`config.mk`:
```
export PLATFORM = sky130hd
export DESIGN_NAME = mem_lane_steer
export DESIGN_NICKNAME = d
export VERILOG_FILES = /design/src/rtl/lane_pkg.sv /design/src/rtl/lane_wr_enable.sv /design/src/rtl/lane_rd_steer.sv /design/src/rtl/mem_lane_steer.sv
export SDC_FILE = /design/constraint.sdc
export NUM_CORES = 1
export LEC_CHECK = 0
export ABC_AREA = 1
export BUFFER_PORTS_ARGS = -buffer_cell sky130_fd_sc_hd__buf_2
export CAP_MARGIN = 20
export CELL_PAD_IN_SITES_DETAIL_PLACEMENT = 1
export CELL_PAD_IN_SITES_GLOBAL_PLACEMENT = 1
export CORE_MARGIN = 4
export CORE_UTILIZATION = 11
export CTS_BUF_LIST = sky130_fd_sc_hd__clkbuf_8
export DETAILED_ROUTE_END_ITERATION = 12
export GPL_TIMING_DRIVEN = 0
export PLACE_DENSITY_LB_ADDON = 0.1
export SLEW_MARGIN = 20
export SYNTH_ARGS = -nofsm -noshare
export SYNTH_HDL_FRONTEND = slang
export SYNTH_SLANG_ARGS = --single-unit
```
`constraint.sdc`:
```
create_clock -name clk -period 0.8 [get_ports clk]
set_input_delay 0.08 -clock clk [delete_from_list [all_inputs] [get_ports clk]]
set_output_delay 0.08 -clock clk [all_outputs]
set_load 0.005 [all_outputs]
```
`src/rtl/lane_pkg.sv`:
```
package lane_pkg;

    localparam int LANE_W    = 8;
    localparam int NUM_LANES = 2;
    localparam int WORD_W    = LANE_W * NUM_LANES;

    typedef enum logic {
        LANE_LO = 1'b0,
        LANE_HI = 1'b1
    } lane_e;

    typedef struct packed {
        logic  valid;
        logic  write;
        logic  byte_acc;
        lane_e lane;
    } req_t;

    function automatic logic lane_enabled(input req_t r, input int idx);
        logic hit;
        hit = r.byte_acc ? (int'(r.lane) == idx) : 1'b1;
        return r.valid && r.write && hit;
    endfunction

    function automatic logic is_read(input req_t r);
        return r.valid && !r.write;
    endfunction

endpackage

```
`src/rtl/lane_wr_enable.sv`:
```
module lane_wr_enable
    import lane_pkg::*;
(
    input  logic                 clk,
    input  logic                 rst,
    input  req_t                 req,
    output logic [NUM_LANES-1:0] be
);

    for (genvar g = 0; g < NUM_LANES; g++) begin : g_lane
        assign be[g] = lane_enabled(req, g);
    end

    AST_BE_IDLE: assert property (@(posedge clk) disable iff (rst)
        !(req.valid && req.write) |-> (be == '0));

    AST_BE_BYTE_ONE: assert property (@(posedge clk) disable iff (rst)
        (req.valid && req.write && req.byte_acc) |-> ($countones(be) == 1));

    AST_BE_WORD_ALL: assert property (@(posedge clk) disable iff (rst)
        (req.valid && req.write && !req.byte_acc) |-> (&be));

endmodule

```
`src/rtl/lane_rd_steer.sv`:
```
module lane_rd_steer
    import lane_pkg::*;
(
    input  logic              clk,
    input  logic              rst,
    input  req_t              req,
    input  logic [WORD_W-1:0] mem_rdata,
    output logic [WORD_W-1:0] rd_word
);

    lane_e sel_q;

    always_ff @(posedge clk) begin
        if (rst) begin
            sel_q <= LANE_LO;
        end else if (is_read(req)) begin
            sel_q <= req.lane;
        end
    end

    always_comb begin
        rd_word = mem_rdata;
        if (sel_q == LANE_HI) begin
            rd_word[LANE_W-1:0] = mem_rdata[WORD_W-1:WORD_W-LANE_W];
        end
    end

    AST_RD_HIGH_KEPT: assert property (@(posedge clk) disable iff (rst)
        1'b1 |-> (rd_word[WORD_W-1:LANE_W] == mem_rdata[WORD_W-1:LANE_W]));

    AST_SEL_HOLD: assert property (@(posedge clk) disable iff (rst)
        !is_read(req) |=> $stable(sel_q));

endmodule

```
`src/rtl/mem_lane_steer.sv`:
```
module mem_lane_steer
    import lane_pkg::*;
(
    input  logic                 clk,
    input  logic                 rst,
    input  logic                 req_valid,
    input  logic                 req_write,
    input  logic                 req_byte,
    input  logic                 addr_lsb,
    input  logic [WORD_W-1:0]    wr_word,
    input  logic [WORD_W-1:0]    mem_rdata,
    output logic [NUM_LANES-1:0] mem_be,
    output logic [WORD_W-1:0]    mem_wdata,
    output logic [WORD_W-1:0]    rd_word
);

    req_t req;

    always_comb begin
        req.valid    = req_valid;
        req.write    = req_write;
        req.byte_acc = req_byte;
        req.lane     = lane_e'(addr_lsb);
    end

    lane_wr_enable u_wr (
        .clk (clk),
        .rst (rst),
        .req (req),
        .be  (mem_be)
    );

    lane_rd_steer u_rd (
        .clk       (clk),
        .rst       (rst),
        .req       (req),
        .mem_rdata (mem_rdata),
        .rd_word   (rd_word)
    );

    assign mem_wdata = wr_word;

    AST_WDATA_PASS: assert property (@(posedge clk) disable iff (rst)
        1'b1 |-> (mem_wdata == wr_word));

endmodule

```
# Word-level counts from Yosys, hierarchy flattened

Cells that the tools add are included.

Divide/modulo/power cells: 0
Eq/ne operators: 0
Order comparisons: 0
Muxes and demuxes: 3
Reductions and logical operators: 5
Multipliers: 0
Add/sub/neg operators: 0
Shift operators: 0
Bitwise logic cells: 1

Operator list:

| cell              | count |
|---|---|
| 8-bit 2-to-1 mux  | 1 |
| 1-bit logical AND | 4 |
| 1-bit 2-to-1 mux  | 2 |
| 1-bit logical NOT | 1 |
| 1-bit inverter    | 1 |

Bits in latches: 0
Logic and storage cells: 10
Memories kept: 0
RAM bits: 0
Input port bits: 38
Bits in registers: 1
Bits in read-only memories: 0

# Logic depth before layout (Yosys ltp)

Gate-level depths: netlist of the first run.

Depth in word-level cells: 3
Depth in mapped cells: 4
Depth with buffers taken out: 4

# Hierarchy

A second synthesis of the first run with hierarchy kept.

Cells, all modules: 61
Area, all modules: 357.8 um2

Modules (own cells, without submodules):

| module         | instances | area each (um2) | sequential area each (um2) | cells an instance |
|---|---|---|---|---|
| lane_rd_steer  | 1         | 220.2           | 20.0                       | 41 |
| mem_lane_steer | 1         | 120.1           | 0.0                        | 16 |
| lane_wr_enable | 1         | 17.5            | 0.0                        | 4 |

# Least setup slack after synthesis of the first run

OpenSTA, ideal clock, no wires.

Kind: register to output
Start: reg u_rd.sel_q
End: out rd_word[2]
Arrival time: 667 ps
Path buffers: 1
Path slack: 53 ps
Stages on the path, launching flop included: 3
Cell sequence: dfxtp_1 -> buf_6 -> o21ai_0

Word-level cells in the longest chain between the ends: 1

Ends and longest elaborated chain:

| element                | RTL line             | RTL |
|---|---|---|
| start, declared        | lane_rd_steer.sv:11  | `lane_e sel_q;` |
| start signal, assigned | lane_rd_steer.sv:17  | `sel_q <= req.lane;` |
| 8-bit 2-to-1 mux       | lane_rd_steer.sv:23  | `if (sel_q == LANE_HI) begin` |
| end, declared          | mem_lane_steer.sv:14 | `output logic [WORD_W-1:0] rd_word` |

No other way between the ends.

# Worst setup path after layout of the first run

Start: reg u_rd.sel_q
End: out rd_word[7]

The elaborated chain is that of the path after synthesis.

==> results of run 1 <==
-- critical path, delay by kind of cell (launching register included) --
kind / cells / cell delay (ns)
compound gates: 1 / 0.13
buf+inv: 2 / 0.29
flops: 1 / 0.35
-- cells by family after synthesis --
group	count (synthesis)
and+or+nand+nor	12
DFF	1
AOI/OAI and AO/OA	11
buffers and inverters	36
-- metrics by stage --
stage | power (mW) | setup TNS (ns)
CTS | 0.391 | -0.494
global placement | 0.382 | -1.72
finish | 0.420 | -0.192
detailed placement | 0.388 | -1.81
floorplan | 0.216 | 0
global route | 0.464 | -0.660
-- layer usage --
metal / up-vias / global-route usage (%)
met5: - / 0
li1: 272 / -
met2: 45 / 10.9
met4: 0 / 0
met3: 0 / 1.91
met1: 223 / 7.56
-- path summary, 6_finish.rpt --
check | end | slack [ns] | depth (start not counted) | startpoint
worst max-delay path | rd_word[7] | -0.05 | 3 | u_rd.sel_q
worst min register to register | u_rd.sel_q | 0.70 | 3 | u_rd.sel_q
worst min-delay path | u_rd.sel_q | 0.31 | 4 | rst
worst max register to register | u_rd.sel_q | 0 | 3 | u_rd.sel_q
-- layout make-up --
type	instances	area (µm²)
sequential	1	23.8
inverter	11	41.3
timing repair buffer	57	308
multi-input combinational	23	116
tap	44	55.1
buffer	25	195
fill	408	2340
-- layout by cell type, fill, tap and decap left out --
cell / instances
sky130_fd_sc_hd__buf_8: 1
sky130_fd_sc_hd__buf_4: 25
sky130_fd_sc_hd__nand3_1: 1
sky130_fd_sc_hd__o21ai_0: 1
sky130_fd_sc_hd__dfxtp_4: 1
sky130_fd_sc_hd__a21oi_1: 3
sky130_fd_sc_hd__inv_1: 11
sky130_fd_sc_hd__nand2_1: 7
sky130_fd_sc_hd__buf_2: 55
sky130_fd_sc_hd__nor2_1: 1
sky130_fd_sc_hd__o21ai_2: 2
sky130_fd_sc_hd__nand2_2: 3
sky130_fd_sc_hd__o21ai_1: 5
sky130_fd_sc_hd__clkbuf_16: 1
-- power by group through the flow --
stage	clock network [mW]	registers [mW]	logic (mW)
after CTS	0	0.0629	0.328
after floorplan	0	0.0588	0.157
after global placement	0	0.0629	0.319
after global routing	0	0.0637	0.401
after detailed placement	0	0.0630	0.325
final	0	0.0616	0.358
-- repair_timing --
item                       CTS  global route
cloned                       0             1
buffers inserted             0             1
gates resized for setup      3            14
setup endpoints to repair    8             8
==> impl_summary.txt, run 1 <==
----------------------------------------------------
[Setup path]
  Data required time of the worst path ... just over 0.7 ns
  Cell-by-cell listing of the critical path ... buf_4, o21ai_2, buf_2
  Maximum fanout count along the critical path ... 6
  Arr. time, crit path ... slightly below 0.8 ns
  Critical path capture point type ... output port
  Critical-path top delay cell ... sky130_fd_sc_hd__dfxtp_4
  Biggest cell delay along the critical path ... roughly 0.35 ns
  Startpoint class of the critical path ... register
  Setup CP Type ... register to output port

[Route]
  Routed length per instance ... roughly 9.6 µm
  Top routing layer used ... met3
  Total length of routed wires ... 1550 µm
  Routed Antenna Nets ... 0
  WL met3 ... around 210 µm
  Post-route DRC ... 0
  Sum of routed wire segments on met1 ... 621 µm
  Met2 wirelength from detailed routing ... ~710 µm
  Number of iterations in the first detailed-routing pass ... 1
  Vias per cell ... around 3.4
  Total vias in the final route ... 540
  Initial detailed-routing violation count ... 0

[Power]
  Leakage dissipation ... 0.463 nW
  Worst-case vdd ir drop ... 214 µV
  Sequential group share of total power ... between 10 and 15%
  Logic gate share of total power ... between 80% and 90%
  Internal power ... between 0.2 and 0.3 mW
  Power dissipated by switching net loads ... 0.140 mW
  Clock share of power ... 0%
  Switching part of the total ... roughly a third
  Ratio of total power to cell area ... ~570 mW/mm²

[Synthesis]
  Part of the Yosys area used for sequential elements ... roughly 5.7%
  Main combinational cell family by area after synthesis ... buffers and inverters
  Share of synthesized cell area in full adder, half adder and majority cells ... 0%
  Synthesized cell area ... about 350 µm²
  Count of different cell masters after synthesis ... 9
  Synthesized instance count ... 60
  Share of Yosys cell area claimed by the top area cell type ... about half
  Syn Nets ... approximately 100
  Warnings from Yosys ... 0
  List of most frequent post-synthesis cells ... sky130_fd_sc_hd__buf_4, sky130_fd_sc_hd__inv_1, sky130_fd_sc_hd__nand2_1, sky130_fd_sc_hd__o21ai_0, sky130_fd_sc_hd__a21oi_1
  Biggest area consumer among synthesized cells ... sky130_fd_sc_hd__buf_4
  Cells taking the most area after synthesis ... sky130_fd_sc_hd__buf_4, sky130_fd_sc_hd__inv_1, sky130_fd_sc_hd__o21ai_0
  Share of the synthesized netlist area taken by xor and xnor gates ... 0%
  Leading cell type by number of instances after synthesis ... sky130_fd_sc_hd__buf_4
  Mean instance size in the synthesized netlist ... 5.90 µm²
  Number of enable flip-flop cells after synthesis ... 0
  Number of storage elements in the synthesis netlist ... 1
  Proportion of synthesized area in mux cells ... 0%
  Area share of and/or/nand/nor cells after synthesis ... about an eighth
  Compound-gate portion of the synthesized area ... between 15 and 20%
  Share of synthesized registers carrying an async set or reset ... 0%
  Main flop type after synthesis ... sky130_fd_sc_hd__dfxtp_1

[Finish]
  Final net count ... 157
  Post-synthesis to final-layout area growth ... 109%
  Layout Cell Area excl Fill ... 739 µm²
  Share of the core filled with cells in the final layout ... 24.0%
  Share of cells above drive strength 1 ... roughly three quarters
  Leading registers by flop count ... u_rd.sel_q (1)
  Final cell count without fillers ... 161
  Number of flip-flops in the largest register ... 1
  Register bank with the most flops ... u_rd.sel_q
  Count of inserted antenna diode cells ... 0

[Status]
  Outcome ... complete, but fails checks
  Violations in the final reports ... negative setup slack

[Global route]
  Vias in the first global route ... about 500
  Total Routing Usage GR ... just over 6%
  Pin count of the biggest net entering global routing ... 11
  Remaining global-route overflow ... 0
  Number of antenna violations at the first check in global routing ... 0
  Global-route wire length before repair ... 2190 µm

[Floorplan]
  Initial standard-cell utilization of the core ... between 10% and 20%
  Width of the chip ... 64.7 µm
  Count of pins on the block boundary ... 72
  Area of the core ... a little over 0.003 mm²
  Die footprint ... between 0.004 and 0.005 mm²
  Die Y ... ~65 µm
  Row cnt ... 20

[STA]
  Final period utilization ... 106%
  RSZ-0062 raised after global routing ... yes
  Least-Margin Pin Slew ... about 0.12 ns
  Worst hold slack after final layout ... slightly above 0.3 ns
  Number of endpoints with negative hold slack in the final report ... 0
  Pins Over Slew Limit ... 0
  Number of failing setup endpoints in the final timing report ... 8
  Final critical-path setup slack ... -0.0453 ns
  Top achievable clock speed ... ~1.2 GHz
  Min Clock Period, post-route ... roughly 0.85 ns
  Max transition margin ... between 90% and 100%
  Final clock skew ... 0 ns

[Placed design]
  Post-place instance area ... ~680 µm²
  Number of buffer cells added on primary ports ... 55
  Final HPWL from detailed placement ... 1320 µm
  Total placed cells including tap cells ... ~160
  Routability congestion estimate ... 0.619
  Worst setup slack after placement ... -0.237 ns

[Clock network]
  Cts-stage hold buffer count ... 0
  Clock transition at path regs ... 0 ns
  Clk_lat worst skew ... 0 ns

[Worst hold path]
  Path category of the worst min-delay check ... primary input to register

[Job]
  Max Cap Viol ... 0

----------------------------------------------------
No activity file was read; power rests on OpenSTA's default activity.
==> run 2, diff against run 1 <==
--- a/config.mk
+++ b/config.mk
@@ -5,17 +5,16 @@
 export SDC_FILE = /design/constraint.sdc
 export NUM_CORES = 1
 export LEC_CHECK = 0
-export ABC_AREA = 1
 export BUFFER_PORTS_ARGS = -buffer_cell sky130_fd_sc_hd__buf_2
 export CAP_MARGIN = 20
 export CELL_PAD_IN_SITES_DETAIL_PLACEMENT = 1
 export CELL_PAD_IN_SITES_GLOBAL_PLACEMENT = 1
 export CORE_MARGIN = 4
-export CORE_UTILIZATION = 11
+export CORE_UTILIZATION = 13
 export CTS_BUF_LIST = sky130_fd_sc_hd__clkbuf_8
 export DETAILED_ROUTE_END_ITERATION = 12
 export GPL_TIMING_DRIVEN = 0
-export PLACE_DENSITY_LB_ADDON = 0.1
+export PLACE_DENSITY = 0.78
 export SLEW_MARGIN = 20
 export SYNTH_ARGS = -nofsm -noshare
 export SYNTH_HDL_FRONTEND = slang
==> impl_summary.txt, run 2 <==
----------------------------------------------------
[Status]
  Outcome ... complete, but fails checks (unchanged)
  Violations in the final reports ... negative setup slack (unchanged)

[Setup path]
  Family with the most delay on the worst path ... flip-flops (unchanged)
  Arr. time, crit path ... 0.88 ns (was 0.77 ns)
  Startpoint class of the critical path ... register (unchanged)
  Startpoint of the worst-slack reg-to-reg timing path ... u_rd.sel_q (unchanged)
  Endpoint of the lowest-slack register-to-register path ... u_rd.sel_q (unchanged)
  Slack of the worst reg-to-reg path ... 0 ns (about the same)
  Maximum fanout count along the critical path ... 9 (was 6)
  Cell-by-cell listing of the critical path ... buf_8, mux2_4, buf_6 (was buf_4, o21ai_2, buf_2)
  Critical-path top delay cell ... sky130_fd_sc_hd__dfxtp_2 (was sky130_fd_sc_hd__dfxtp_4)
  Buffers plus inverters on the worst setup path ... 2 (unchanged)
  Data required time of the worst path ... 0.72 ns (about the same)
  Depth of the worst register-to-register path ... 4 (was 3)
  Critical path capture point type ... output port (unchanged)
  Biggest cell delay along the critical path ... 0.31 ns (was 0.35 ns)
  Setup CP Type ... register to output port (unchanged)

[Synthesis]
  Synthesized instance count ... 42 (was 60)
  Share of synthesized registers carrying an async set or reset ... 0% (unchanged)
  Syn Nets ... 80 (was 98)
  List of most frequent post-synthesis cells ... sky130_fd_sc_hd__buf_4, sky130_fd_sc_hd__mux2_4, sky130_fd_sc_hd__a21oi_1 (was sky130_fd_sc_hd__buf_4, sky130_fd_sc_hd__inv_1, sky130_fd_sc_hd__nand2_1, sky130_fd_sc_hd__o21ai_0, sky130_fd_sc_hd__a21oi_1)
  Biggest area consumer among synthesized cells ... sky130_fd_sc_hd__buf_4 (unchanged)
  Part of the Yosys area used for sequential elements ... 5.30% (was 5.65%)
  Count of different cell masters after synthesis ... 11 (was 9)
  Warnings from Yosys ... 0 (unchanged)
  Number of storage elements in the synthesis netlist ... 1 (unchanged)
  Compound-gate portion of the synthesized area ... 3.97% (was 15.5%)
  Proportion of synthesized area in mux cells ... 31.8% (was 0%)
  Mean instance size in the synthesized netlist ... 9.00 µm² (was 5.90 µm²)
  Main flop type after synthesis ... sky130_fd_sc_hd__dfxtp_1 (unchanged)
  Cells taking the most area after synthesis ... sky130_fd_sc_hd__buf_4, sky130_fd_sc_hd__mux2_4, sky130_fd_sc_hd__dfxtp_1 (was sky130_fd_sc_hd__buf_4, sky130_fd_sc_hd__inv_1, sky130_fd_sc_hd__o21ai_0)
  Synthesized cell area ... 378 µm² (was 354 µm²)
  Share of synthesized cell area in full adder, half adder and majority cells ... 0% (unchanged)
  Share of the synthesized netlist area taken by xor and xnor gates ... 0% (unchanged)
  Share of Yosys cell area claimed by the top area cell type ... 47.7% (was 50.9%)
  Leading cell type by number of instances after synthesis ... sky130_fd_sc_hd__buf_4 (unchanged)
  Main combinational cell family by area after synthesis ... buffers and inverters (unchanged)
  Number of enable flip-flop cells after synthesis ... 0 (unchanged)
  Area share of and/or/nand/nor cells after synthesis ... 7.28% (was 13.1%)

[Power]
  Ratio of total power to cell area ... 577 mW/mm² (was 568 mW/mm²)
  Internal power ... 0.319 mW (was 0.280 mW)
  Leakage dissipation ... 0.447 nW (was 0.463 nW)
  Worst-case vdd ir drop ... 262 µV (was 214 µV)
  Sequential group share of total power ... 12.7% (was 14.7%)
  Logic gate share of total power ... 87.3% (was 85.3%)
  Clock share of power ... 0% (about the same)
  Power dissipated by switching net loads ... 0.116 mW (was 0.140 mW)
  Switching part of the total ... 26.7% (was 33.3%)

[Global route]
  Pin count of the biggest net entering global routing ... 10 (was 11)
  Number of antenna violations at the first check in global routing ... 0 (unchanged)
  Total Routing Usage GR ... 5.78% (was 6.09%)
  Vias in the first global route ... 475 (was 507)
  Global-route wire length before repair ... 1760 µm (was 2190 µm)
  Remaining global-route overflow ... 0 (unchanged)

[STA]
  Top achievable clock speed ... 1.04 GHz (was 1.18 GHz)
  Number of failing setup endpoints in the final timing report ... 9 (was 8)
  Pins Over Slew Limit ... 0 (unchanged)
  Final period utilization ... 120% (was 106%)
  Number of endpoints with negative hold slack in the final report ... 0 (unchanged)
  Worst hold slack after final layout ... 0.326 ns (was 0.308 ns)
  Max transition margin ... 92.6% (was 92.1%)
  Final critical-path setup slack ... -0.161 ns (was -0.0453 ns)
  Final clock skew ... 0 ns (unchanged)
  Least-Margin Pin Slew ... 0.111 ns (was 0.117 ns)
  RSZ-0062 raised after global routing ... yes (unchanged)
  Min Clock Period, post-route ... 0.961 ns (was 0.845 ns)

[Finish]
  Share of cells above drive strength 1 ... 91.8% (was 75.2%)
  Most frequent cells in the layout ... sky130_fd_sc_hd__buf_2, sky130_fd_sc_hd__buf_4, sky130_fd_sc_hd__mux2_4, sky130_fd_sc_hd__buf_6, sky130_fd_sc_hd__a21oi_1 (was sky130_fd_sc_hd__buf_2, sky130_fd_sc_hd__buf_4, sky130_fd_sc_hd__inv_1)
  Register bank with the most flops ... u_rd.sel_q (unchanged)
  Leading registers by flop count ... u_rd.sel_q (1) (unchanged)
  Register area ... 21.3 µm² (was 23.8 µm²)
  Final net count ... 138 (was 157)
  Multi-input gate area in the final layout ... 163 µm² (was 116 µm²)
  Post-synthesis to final-layout area growth ... 99.7% (was 109%)
  Commonest non-fill, non-tap cell in the layout ... sky130_fd_sc_hd__buf_2 (unchanged)
  Fill cell instance count of the final layout ... 344 (was 408)
  Count of inserted antenna diode cells ... 0 (unchanged)
  Number of flip-flops in the largest register ... 1 (unchanged)

[Job]
  Max Cap Viol ... 0 (unchanged)

[Route]
  Routed length per instance ... 10.3 µm (was 9.60 µm)
  Number of iterations in the first detailed-routing pass ... 2 (was 1)
  Post-route DRC ... 0 (unchanged)
  Vias per cell ... 3.74 (was 3.35)
  Routed Antenna Nets ... 0 (unchanged)
  Initial detailed-routing violation count ... 1 (was 0)
  Total vias in the final route ... 482 (was 540)
  Total length of routed wires ... 1330 µm (was 1550 µm)

[Floorplan]
  Die footprint ... 0.00383 mm² (was 0.00419 mm²)
  Count of pins on the block boundary ... 72 (unchanged)
  Row cnt ... 19 (was 20)
  Area of the core ... 0.00276 mm² (was 0.00308 mm²)
  Initial standard-cell utilization of the core ... 13.7% (was 11.5%)
  Die Y ... 61.9 µm (was 64.7 µm)
  Width of the chip ... 61.9 µm (was 64.7 µm)

[Placed design]
  Routability congestion estimate ... 0.645 (was 0.619)
  Worst setup slack after placement ... -0.186 ns (was -0.237 ns)
  Final HPWL from detailed placement ... 1230 µm (was 1320 µm)
  Number of buffer cells added on primary ports ... 55 (unchanged)

[Worst hold path]
  Number of cells traversed by the worst hold path ... 2 (was 4)
  Worst hold path startpoint ... wr_word[2] (was rst)
  Path category of the worst min-delay check ... primary input to output port (was primary input to register)
  Hold Path Sink ... mem_wdata[2] (was u_rd.sel_q)

[Clock network]
  Clock transition at path regs ... 0 ns (about the same)
  Clk_lat worst skew ... 0 ns (about the same)

----------------------------------------------------
[run 2: cell families after synthesis]
family | count (synthesis)
buffers and inverters | 26
AO/OA/AOI/OAI | 3
multiplexers | 8
AND/OR/NAND/NOR | 4
flip-flops | 1
[run 2: timing repair]
action / 4_1_cts / 5_1_grt
buffers inserted: 1 / 0
resized for setup: 9 / 0
setup endpoints to repair: 8 / 9
hold buffers: 0 / 0
[run 2: routing by layer]
| layer | global-route usage (%) | part of all wire (%) | vias to the layer above | routed length (µm) |
|---|---|---|---|---|
| met2 | 14.3 | 53 | 55 | 699 |
| li1 | - | - | 225 | - |
| met4 | 0 | 0 | 0 | 0 |
| met3 | 0.620 | 23 | 0 | 300 |
| met1 | 4.65 | 25 | 202 | 326 |
| met5 | 0 | 0 | - | 0 |
[run 2: layout make-up]
type	instances	area share, %
sequential	1	2.82
timing repair buffer	56	44.1
inverter	1	0.498
tap	31	5.14
buffer	25	25.9
multi-input combinational	15	21.6
[run 2: power by group through the flow]
stage / combinational (mW) / clock (mW) / sequential [mW]
6_report: 0.380 / 0 / 0.0553
5_1_grt: 0.416 / 0 / 0.0554
4_1_cts: 0.387 / 0 / 0.0553
3_5_place_dp: 0.341 / 0 / 0.0548
3_3_place_gp: 0.332 / 0 / 0.0547
2_1_floorplan: 0.179 / 0 / 0.0547
[run 2: worst register-to-register path, stage by stage, from the launching register on]
cell and delay (ns):
sky130_fd_sc_hd__dfxtp_2 0.30, sky130_fd_sc_hd__buf_8 0.14, sky130_fd_sc_hd__buf_4 0.13, sky130_fd_sc_hd__nand2b_1 0.06
sky130_fd_sc_hd__o21ai_1 0.05
[run 2: worst max-delay path by stage]
stage	startpoint	depth (start not counted)	endpoint	slack, ns
4_1_cts	u_rd.sel_q	3	rd_word[6]	-0.17
3_5_place_dp	u_rd.sel_q	3	rd_word[1]	-0.19
3_3_place_gp	u_rd.sel_q	3	rd_word[6]	-0.18
6_report	u_rd.sel_q	3	rd_word[6]	-0.16
2_1_floorplan	u_rd.sel_q	2	rd_word[0]	-0.02
5_1_grt	u_rd.sel_q	3	rd_word[5]	-0.18
[run 2: stage by stage]
stage / setup TNS, ns / utilization, % / power (mW) / area, µm² / cells
finish: -1.27 / 27.4 / 0.435 / 754 / 129
detailed placement: -1.46 / 25.1 / 0.396 / 693 / 128
global route: -1.48 / 27.4 / 0.472 / 754 / 129
floorplan: -0.189 / - / 0.234 / 379 / 42
global placement: -1.36 / 25.1 / 0.387 / 693 / 128
CTS: -1.36 / 27.4 / 0.443 / 754 / 129
==> run 3, diff against run 2 <==
--- a/config.mk
+++ b/config.mk
@@ -8,13 +8,13 @@
 export BUFFER_PORTS_ARGS = -buffer_cell sky130_fd_sc_hd__buf_2
 export CAP_MARGIN = 20
 export CELL_PAD_IN_SITES_DETAIL_PLACEMENT = 1
-export CELL_PAD_IN_SITES_GLOBAL_PLACEMENT = 1
+export CELL_PAD_IN_SITES_GLOBAL_PLACEMENT = 2
 export CORE_MARGIN = 4
-export CORE_UTILIZATION = 13
+export CORE_UTILIZATION = 10
 export CTS_BUF_LIST = sky130_fd_sc_hd__clkbuf_8
 export DETAILED_ROUTE_END_ITERATION = 12
 export GPL_TIMING_DRIVEN = 0
-export PLACE_DENSITY = 0.78
+export PLACE_DENSITY = 0.84
 export SLEW_MARGIN = 20
 export SYNTH_ARGS = -nofsm -noshare
 export SYNTH_HDL_FRONTEND = slang
==> constraint.sdc (replaced) <==
create_clock -name clk -period 0.8 [get_ports clk]
set_input_delay 0.16 -clock clk [delete_from_list [all_inputs] [get_ports clk]]
set_output_delay 0.16 -clock clk [all_outputs]
set_load 0.005 [all_outputs]
==> impl_summary.txt, run 3 (synthesized netlist as in run 2, its figures left out) <==
----------------------------------------------------
[Status]
  Outcome ... complete, but fails checks (unchanged)
  Violations in the final reports ... negative setup slack (unchanged)

[Clock network]
  Clock transition at path regs ... 0 ns (about the same)
  Clk_lat worst skew ... 0 ns (about the same)

[Route]
  Post-route DRC ... 0 (unchanged)
  Initial detailed-routing violation count ... 1 (unchanged)
  Routed Antenna Nets ... 0 (unchanged)
  Total vias in the final route ... 479 (was 482)
  Vias per cell ... 3.30 (was 3.74)
  Routed length per instance ... 9.58 µm (was 10.3 µm)
  Number of iterations in the first detailed-routing pass ... 2 (unchanged)
  Total length of routed wires ... 1390 µm (was 1330 µm)

[Global route]
  Global-route layer with the greatest usage ... met2 (unchanged)
  Fraction of met2 tracks used by global routing ... 9.96% (was 14.3%)
  Met1 capacity usage during global routing ... 5.61% (was 4.65%)
  Pin count of the biggest net entering global routing ... 10 (unchanged)
  Remaining global-route overflow ... 0 (unchanged)
  Vias in the first global route ... 512 (was 475)
  Total Routing Usage GR ... 4.99% (was 5.78%)
  Global-route wire length before repair ... 2130 µm (was 1760 µm)
  Number of antenna violations at the first check in global routing ... 0 (unchanged)
  GRT met3 Usage ... 1.16% (was 0.620%)

[Finish]
  Most frequent cells in the layout ... sky130_fd_sc_hd__buf_2, sky130_fd_sc_hd__buf_4, sky130_fd_sc_hd__mux2_4, sky130_fd_sc_hd__buf_6, sky130_fd_sc_hd__a21oi_2 (was sky130_fd_sc_hd__buf_2, sky130_fd_sc_hd__buf_4, sky130_fd_sc_hd__mux2_4, sky130_fd_sc_hd__buf_6, sky130_fd_sc_hd__a21oi_1)
  Number of flip-flops in the largest register ... 1 (unchanged)
  Count of inserted antenna diode cells ... 0 (unchanged)
  Commonest non-fill, non-tap cell in the layout ... sky130_fd_sc_hd__buf_2 (unchanged)
  Fill cell instance count of the final layout ... 449 (was 344)
  Post-synthesis to final-layout area growth ... 105% (was 99.7%)
  Share of cells above drive strength 1 ... 93.8% (was 91.8%)
  Final net count ... 137 (was 138)
  Share of the core filled with cells in the final layout ... 21.2% (was 27.4%)
  Final cell count without fillers ... 145 (was 129)
  Register bank with the most flops ... u_rd.sel_q (unchanged)
  Leading registers by flop count ... u_rd.sel_q (1) (unchanged)

[STA]
  Final period utilization ... 130% (was 120%)
  RSZ-0062 raised after global routing ... yes (unchanged)
  Least-Margin Pin Slew ... 0.115 ns (was 0.111 ns)
  Setup tns final ... -1.92 ns (was -1.27 ns)
  Max transition margin ... 92.3% (was 92.6%)
  Min Clock Period, post-route ... 1.04 ns (was 0.961 ns)
  Pins Over Slew Limit ... 0 (unchanged)
  Top achievable clock speed ... 0.959 GHz (was 1.04 GHz)
  Number of endpoints with negative hold slack in the final report ... 0 (unchanged)
  Number of failing setup endpoints in the final timing report ... 8 (was 9)
  Final critical-path setup slack ... -0.243 ns (was -0.161 ns)
  Final clock skew ... 0 ns (unchanged)

[Floorplan]
  Width of the chip ... 69.5 µm (was 61.9 µm)
  Initial standard-cell utilization of the core ... 10.3% (was 13.7%)
  Row cnt ... 22 (was 19)
  Count of pins on the block boundary ... 72 (unchanged)
  Die Y ... 69.5 µm (was 61.9 µm)
  Area of the core ... 0.00366 mm² (was 0.00276 mm²)
  Die footprint ... 0.00483 mm² (was 0.00383 mm²)

[Worst hold path]
  Path category of the worst min-delay check ... primary input to register (was primary input to output port)

[Power]
  Switching part of the total ... 27.6% (was 26.7%)
  Leakage dissipation ... 0.441 nW (was 0.447 nW)
  Worst-case vdd ir drop ... 252 µV (was 262 µV)
  Logic gate share of total power ... 87.4% (was 87.3%)
  Internal power ... 0.318 mW (was 0.319 mW)
  Clock share of power ... 0% (about the same)
  Power dissipated by switching net loads ... 0.121 mW (was 0.116 mW)
  Sequential group share of total power ... 12.6% (was 12.7%)
  Ratio of total power to cell area ... 566 mW/mm² (was 577 mW/mm²)

[Setup path]
  Maximum fanout count along the critical path ... 9 (unchanged)
  Setup CP Type ... register to output port (unchanged)
  Endpoint of the lowest-slack register-to-register path ... u_rd.sel_q (unchanged)
  Arr. time, crit path ... 0.88 ns (about the same)
  Biggest cell delay along the critical path ... 0.31 ns (about the same)
  CP Launch Point ... u_rd.sel_q (unchanged)
  Critical path capture point type ... output port (unchanged)
  Slack of the worst reg-to-reg path ... 0.10 ns (was 0 ns)
  Critical-path top delay cell ... sky130_fd_sc_hd__dfxtp_2 (unchanged)
  Startpoint class of the critical path ... register (unchanged)
  Cell-by-cell listing of the critical path ... buf_8, mux2_4, buf_6 (unchanged)
  Critical path destination ... rd_word[1] (was rd_word[6])
  Startpoint of the worst-slack reg-to-reg timing path ... u_rd.sel_q (unchanged)
  Data required time of the worst path ... 0.64 ns (was 0.72 ns)
  Depth of the worst register-to-register path ... 3 (was 4)

[Placed design]
  Number of buffer cells added on primary ports ... 55 (unchanged)
  Final HPWL from detailed placement ... 1360 µm (was 1230 µm)
  Routability congestion estimate ... 0.837 (was 0.645)
  Total placed cells including tap cells ... 145 (was 128)
  Worst setup slack after placement ... -0.268 ns (was -0.186 ns)

[Job]
  Max Cap Viol ... 0 (unchanged)

----------------------------------------------------
==> run 3: changes by cell type in the layout (fill, tap and decap cells not counted), sizes merged <==
cell	delta
buf	-1
==> run 3: worst min path at each step <==
stage                     slack, ns    endpoint  cells past startpoint      from
final                          0.44  u_rd.sel_q                      3       rst
after global routing           0.47  u_rd.sel_q                      3       rst
after CTS                      0.44  u_rd.sel_q                      3       rst
after global placement         0.42  u_rd.sel_q                      3       rst
after floorplan                0.32  u_rd.sel_q                      2  addr_lsb
after detailed placement       0.44  u_rd.sel_q                      3       rst
==> run 3: critical path: cells and delay by family, from the launching register on <==
kind	cells	cell delay (ns)
DFF	1	0.31
muxes	1	0.31
buffers and inverters	2	0.26
==> run 3: stage by stage <==
| step | hold WS, ns | cell area (µm²) | power, mW |
|---|---|---|---|
| 6_report | 0.439 | 776 | 0.439 |
| 2_1_floorplan | 0.318 | 379 | 0.234 |
| 3_3_place_gp | 0.423 | 714 | 0.390 |
| 5_1_grt | 0.469 | 776 | 0.473 |
| 4_1_cts | 0.443 | 768 | 0.443 |
| 3_5_place_dp | 0.443 | 714 | 0.400 |
==> run 3: area by class of cell <==
| type | count | area [µm²] | area share, % |
|---|---|---|---|
| multi-input cells | 15 | 170 | 21.9 |
| well taps | 48 | 60.1 | 7.74 |
| inverters | 1 | 3.75 | 0.484 |
| repair buffers | 55 | 325 | 41.9 |
| plain buffers | 25 | 195 | 25.2 |
| flip-flops and latches | 1 | 21.3 | 2.74 |
==> run 3: metal layers <==
layer / vias to the layer above / part of all wire (%)
li1: 224 / -
met1: 201 / 34
met2: 54 / 48
met3: 0 / 17
met4: 0 / 0
met5: - / 0
==> run 3: repair_timing <==
item,in CTS,in global routing
cloned,0,0
setup endpoints to repair,8,9
hold buffers,0,0
buffers inserted,0,0
gates resized for setup,9,2
==> run 3: power by group through the flow <==
stage | Sequential, mW | Combinational (mW) | Clock (mW)
floorplan | 0.0547 | 0.179 | 0
global placement | 0.0547 | 0.335 | 0
detailed placement | 0.0549 | 0.345 | 0
CTS | 0.0554 | 0.388 | 0
global route | 0.0554 | 0.417 | 0
finish | 0.0554 | 0.384 | 0
